## src/rtl/sirq_pkg.sv

```systemverilog
package sirq_pkg;
    typedef enum logic {
        TRIG_LEVEL = 1'b0,
        TRIG_FALL  = 1'b1
    } trig_e;
endpackage

```

## src/rtl/sirq_sync.sv

```systemverilog
module sirq_sync #(
    parameter int W      = 4,
    parameter int STAGES = 2
) (
    input  logic         clk,
    input  logic [W-1:0] async_i,
    output logic [W-1:0] sync_o
);
    logic [STAGES-1:0][W-1:0] stg_d;
    logic [STAGES-1:0][W-1:0] stg_q;

    always_comb begin
        stg_d[0] = async_i;
        for (int s = 1; s < STAGES; s++) begin
            stg_d[s] = stg_q[s-1];
        end
    end

    // Free running: straps must be visible while reset is held.
    always_ff @(posedge clk) begin
        stg_q <= stg_d;
    end

    assign sync_o = stg_q[STAGES-1];
endmodule

```

## src/rtl/sirq_line.sv

```systemverilog
module sirq_line
    import sirq_pkg::*;
(
    input  logic  clk,
    input  logic  rst_n,
    input  logic  lvl_n,
    input  trig_e trig,
    input  logic  ack_hit,
    output logic  pend_o
);
    typedef struct packed {
        logic prev;
        logic edge_pend;
    } line_t;

    line_t line_d;
    line_t line_q;
    logic  fell;

    always_comb begin
        line_d      = line_q;
        line_d.prev = lvl_n;
        fell        = line_q.prev & ~lvl_n;
        if (trig == TRIG_FALL) begin
            if (ack_hit) begin
                line_d.edge_pend = 1'b0;
            end
            if (fell) begin
                line_d.edge_pend = 1'b1;
            end
        end else begin
            line_d.edge_pend = 1'b0;
        end
        if (!rst_n) begin
            line_d.edge_pend = 1'b0;
        end
    end

    always_ff @(posedge clk) begin
        line_q <= line_d;
    end

    assign pend_o = (trig == TRIG_FALL) ? line_q.edge_pend : ~lvl_n;
endmodule

```

## src/rtl/sirq_prio.sv

```systemverilog
module sirq_prio #(
    parameter int N  = 4,
    parameter int IW = 2
) (
    input  logic [N-1:0]  req_vec,
    output logic          any_o,
    output logic [IW-1:0] idx_o
);
    always_comb begin
        any_o = |req_vec;
        idx_o = '0;
        for (int i = N - 1; i >= 0; i--) begin
            if (req_vec[i]) begin
                idx_o = IW'(i);
            end
        end
    end
endmodule

```

## src/rtl/strap_irq_ctrl.sv

```systemverilog
module strap_irq_ctrl
    import sirq_pkg::*;
#(
    parameter int NUM_LINES   = 4,
    parameter int SYNC_STAGES = 2,
    parameter int WAKE_LINE   = 0,
    localparam int IDX_W      = (NUM_LINES > 1) ? $clog2(NUM_LINES) : 1
) (
    input  logic                 clk,
    input  logic                 rst_n,
    input  logic [NUM_LINES-1:0] pin_n,
    input  logic                 cfg_we,
    input  logic [NUM_LINES-1:0] cfg_mask,
    input  logic [NUM_LINES-1:0] cfg_edge,
    input  logic                 ack,
    input  logic [IDX_W-1:0]     ack_idx,
    input  logic                 stop_state,
    output logic [NUM_LINES-1:0] mode_q,
    output logic                 irq_req,
    output logic [IDX_W-1:0]     irq_idx,
    output logic                 wake
);
    typedef struct packed {
        logic [NUM_LINES-1:0] mode;
        logic [NUM_LINES-1:0] mask;
        logic [NUM_LINES-1:0] trig;
        logic                 wake;
    } ctl_t;

    ctl_t                 state_d;
    ctl_t                 state_q;
    logic [NUM_LINES-1:0] pin_s;
    logic [NUM_LINES-1:0] pend;
    logic [NUM_LINES-1:0] req_vec;

    sirq_sync #(.W(NUM_LINES), .STAGES(SYNC_STAGES)) sync_i (
        .clk     (clk),
        .async_i (pin_n),
        .sync_o  (pin_s)
    );

    always_comb begin
        state_d = state_q;
        if (!rst_n) begin
            state_d.mode = ~pin_s;
            state_d.mask = '1;
            state_d.trig = '0;
            state_d.wake = 1'b0;
        end else begin
            if (cfg_we) begin
                state_d.mask = cfg_mask;
                state_d.trig = cfg_edge;
            end
            state_d.wake = stop_state & (state_q.wake | ~pin_s[WAKE_LINE]);
        end
    end

    always_ff @(posedge clk) begin
        state_q <= state_d;
    end

    for (genvar gi = 0; gi < NUM_LINES; gi++) begin : g_line
        sirq_line line_i (
            .clk     (clk),
            .rst_n   (rst_n),
            .lvl_n   (pin_s[gi]),
            .trig    (trig_e'(state_q.trig[gi])),
            .ack_hit (ack && (ack_idx == IDX_W'(gi))),
            .pend_o  (pend[gi])
        );
    end

    assign req_vec = pend & ~state_q.mask;

    sirq_prio #(.N(NUM_LINES), .IW(IDX_W)) prio_i (
        .req_vec (req_vec),
        .any_o   (irq_req),
        .idx_o   (irq_idx)
    );

    assign mode_q = state_q.mode;
    assign wake   = state_q.wake;
endmodule

```

## config.mk

```make
export PLATFORM = sky130hd
export DESIGN_NAME = strap_irq_ctrl
export DESIGN_NICKNAME = d
export VERILOG_FILES = /design/src/rtl/sirq_pkg.sv /design/src/rtl/sirq_sync.sv /design/src/rtl/sirq_line.sv /design/src/rtl/sirq_prio.sv /design/src/rtl/strap_irq_ctrl.sv
export SDC_FILE = /design/constraint.sdc
export NUM_CORES = 1
export LEC_CHECK = 0
export BUFFER_PORTS_ARGS = -buffer_cell sky130_fd_sc_hd__buf_2
export CORE_MARGIN = 2
export CORE_UTILIZATION = 44
export CTS_BUF_LIST = sky130_fd_sc_hd__clkbuf_16
export DETAILED_ROUTE_END_ITERATION = 7
export PLACE_DENSITY = 0.77
export SLEW_MARGIN = 20
export SYNTH_ARGS = -nofsm -noshare
export SYNTH_HDL_FRONTEND = slang
export SYNTH_SLANG_ARGS = --single-unit
```

## constraint.sdc

```tcl
create_clock -name clk -period 0.97 [get_ports clk]
set_input_delay 0.0485 -clock clk [delete_from_list [all_inputs] [get_ports clk]]
set_output_delay 0.0485 -clock clk [all_outputs]
set_load 0.01 [all_outputs]
```

==> flow_metrics.env <==
export IMPL_final_max_slew_viol_count=0
export IMPL_setup_tns_final_ps=-1200
export IMPL_grt_util_met1=0.174
export IMPL_syn_avg_cell_area_sq_um=10.8
export IMPL_clock_latency_ps=270
export IMPL_fin_ws_ps=-424
export IMPL_ys_flop_type="dfxtp_1"
export IMPL_root_buffer="clkbuf_16"
export IMPL_netlist_area_sq_mm=0.00100
export IMPL_grt_usage=0.163
export IMPL_clkPwrFrac=0.465
export IMPL_crit_chain="or2_1, a21o_1, nor2b_4, nor3_4, buf_2"
export IMPL_cp_required_ps=920
export IMPL_globalRouteOverflowTotal=0
export IMPL_drive_above_1_share=0.383
export IMPL_synth_area_top_cells="dfxtp_1 (50%), edfxtp_1 (12%), mux2i_1 (8.0%)"
export IMPL_cts_buffers=5
export IMPL_synth_cell_type_count=23
export IMPL_power_internal_uw=2320
export IMPL_run_status="complete, but fails checks"
export IMPL_synth_cells=93
export IMPL_irDropWorstVdd_uv=1650
export IMPL_io_pins=27
export IMPL_antenna_cells=0
export IMPL_antenna_found_initial=0
export IMPL_worstPathArrival_ps=1350
export IMPL_core_area_sq_mm=0.00219
export IMPL_power_density_mw_per_mm2=2070
export IMPL_grt_met2_usage=0.274
export IMPL_ant_nets=0
export IMPL_grtUsageMet3=0.0632
export IMPL_p_comb_frac=0.080
export IMPL_hp_class="in -> reg"
export IMPL_ys_top_cells_by_count="dfxtp_1 (25), nand2_1 (16), mux2i_1 (8), nor2_1 (8)"
export IMPL_place_gp_congestion=0.714
export IMPL_synth_fp_nets=112
export IMPL_die_width_microns=51.8
export IMPL_grt_busiest_layer="met2"
export IMPL_grt_max_degree=11
export IMPL_multi_input_area_sq_um=345
export IMPL_clk_path_buf_depth=2
export IMPL_worstSetupStartpointType="register"
export IMPL_ys_seq_area_frac=0.618
export IMPL_path_buf_inv=1
export IMPL_seqCellArea_sq_um=627
export IMPL_dieArea_sq_mm=0.00268
export IMPL_htree_levels=2
export IMPL_wl_microns=1860
export IMPL_crit_type="reg -> out"
export IMPL_detailroute_via_count=728
export IMPL_critical_path_slowest_cell="dfxtp_2"
export IMPL_initial_core_util=0.458
export IMPL_rsz0062_at_grt="yes"
export IMPL_cp_max_fo=2
export IMPL_ys_async_sr_fraction=0
export IMPL_skew_ps=5.21
export IMPL_critPathMaxStageDelay_ps=310
export IMPL_synth_edf_count=4
export IMPL_synth_top_cell_area_share=0.499
export IMPL_cp_end_kind="primary output"
export IMPL_drc=0
export IMPL_period_share=1.44
export IMPL_critPathTopFamily="simple AND/OR/NAND/NOR gates"
export IMPL_drv_cap=0
export IMPL_die_y_microns=51.8
export IMPL_switchingPower_uw=578
export IMPL_grt_pass1_vias=704
export IMPL_rows=17
export IMPL_ys_warnings_count=0
export IMPL_p_seq_frac=0.454
export IMPL_drtIter0Drc=7
export IMPL_slew_headroom=0.834
export IMPL_wl_per_cell_microns=11.6
export IMPL_layout_nets=152
export IMPL_cts_tree="built"
export IMPL_nFillCells=184
export IMPL_fmax_mhz=717
export IMPL_p_sw_frac=0.200
export IMPL_synth_most_common_cell="dfxtp_1"
export IMPL_grt_pass1_wl_microns=2990
export IMPL_synth_seq_cells=29
export IMPL_worstMarginPinSlew_ps=249
export IMPL_viasPerCell=4.52
export IMPL_clock_sinks=29
export IMPL_yosys_area_top_type="dfxtp_1"
export IMPL_clkSlewWorstSetupHoldPaths_ps=50
export IMPL_timing_hold_violations_final=0
export IMPL_p_leak_uw=0.000651
export IMPL_dp_slack_ps=-166
export IMPL_area_delta_synth_final_pct=39.4
export IMPL_period_minus_slack_ps=1390
export IMPL_drt_pass1_iter_count=2
export IMPL_total_power_uw=2900
export IMPL_dp_hpwl_microns=1360
export IMPL_setup_viol=3
export IMPL_place_port_buffers=26
export IMPL_violations="negative setup slack"
## placed cells by master, fill, tap and decap left out, drive strengths merged, types with 5 or more instances in the layout
cell type,n
buf,34
dfxtp,25
nand2,16
nor2,8
mux2i,8
inv,6
a21oi,6
clkbuf,5
dlygate4sd3,5
## power groups by stage
| stage | sequential (uW) | clock [uW] | combinational [uW] |
|---|---|---|---|
| final | 1320 | 1350 | 232 |
| after global routing | 1320 | 1440 | 256 |
| after CTS | 1310 | 1380 | 225 |
| after detailed placement | 1330 | 0 | 204 |
| after global placement | 1330 | 0 | 197 |
| after floorplan | 1330 | 0 | 122 |
## layer usage
layer  part of all wire  vias to the layer above
met5                  0                        -
met4              0.016                        0
met3              0.057                        2
met2               0.51                       20
met1               0.42                      325
li1                   -                      381
## metrics by stage
stage	std cells	hold slack (ps)	utilization	cell area, sq um
after global placement	146	151	0.537	1180
after floorplan	93	76.2	-	1010
after detailed placement	146	152	0.537	1180
after CTS	159	1.52	0.629	1380
final	161	5.80	0.638	1400
after global routing	161	25.0	0.638	1400
## logic make-up (layout without fill, tap and decap cells)
kind of cell           Yosys count  count (layout)  share of synthesized area
DFF                             29              29                      0.618
muxes                            8               8                     0.0798
and+or+nand+nor                 33              33                      0.157
AOI/OAI and AO/OA               12              12                     0.0873
buffers and inverters           11              51                     0.0573
## worst reg2reg max path: cells and delay by family (launching register included)
family / cells / cell delay [ps]
flip-flops: 1 / 320
buffers and inverters: 3 / 230
AO/OA/AOI/OAI: 1 / 160
AND/OR/NAND/NOR: 1 / 70
## area by class of cell
class                      instances  area share
tap                               28      0.0250
multi-input combinational         53       0.247
clock inverter                     2     0.00537
timing repair buffer              39       0.172
clock buffer                       5      0.0894
sequential                        29       0.448
inverter                           5      0.0134
## sequential cells by signal, indices dropped and copies added (netlist names)
register / cells
state_q: 8
mode_q: 4
sync_i.stg_d: 4
sync_i.sync_o: 4
wake: 1
g_line.line_i.line_q: 8
## final timing paths
path                                                    to  slack [ps]  cells after the start              from
worst max-delay path                            irq_idx[1]        -420                      5  sync_i.sync_o[2]
worst min-delay path                            state_q[6]           6                      3       cfg_mask[1]
worst max register to register  g_line[2].line_i.line_q[0]          80                      5  sync_i.sync_o[2]
worst min register to register            sync_i.sync_o[3]         320                      0   sync_i.stg_d[7]
## repair_timing
item,in CTS,in global routing
endpoints found under the hold margin,5,0
buffers inserted,1,2
gates resized for setup,4,3
endpoints found under the setup margin,3,3
pin swaps,3,3
hold buffers,5,0
(Power assumes the default switching activity.)
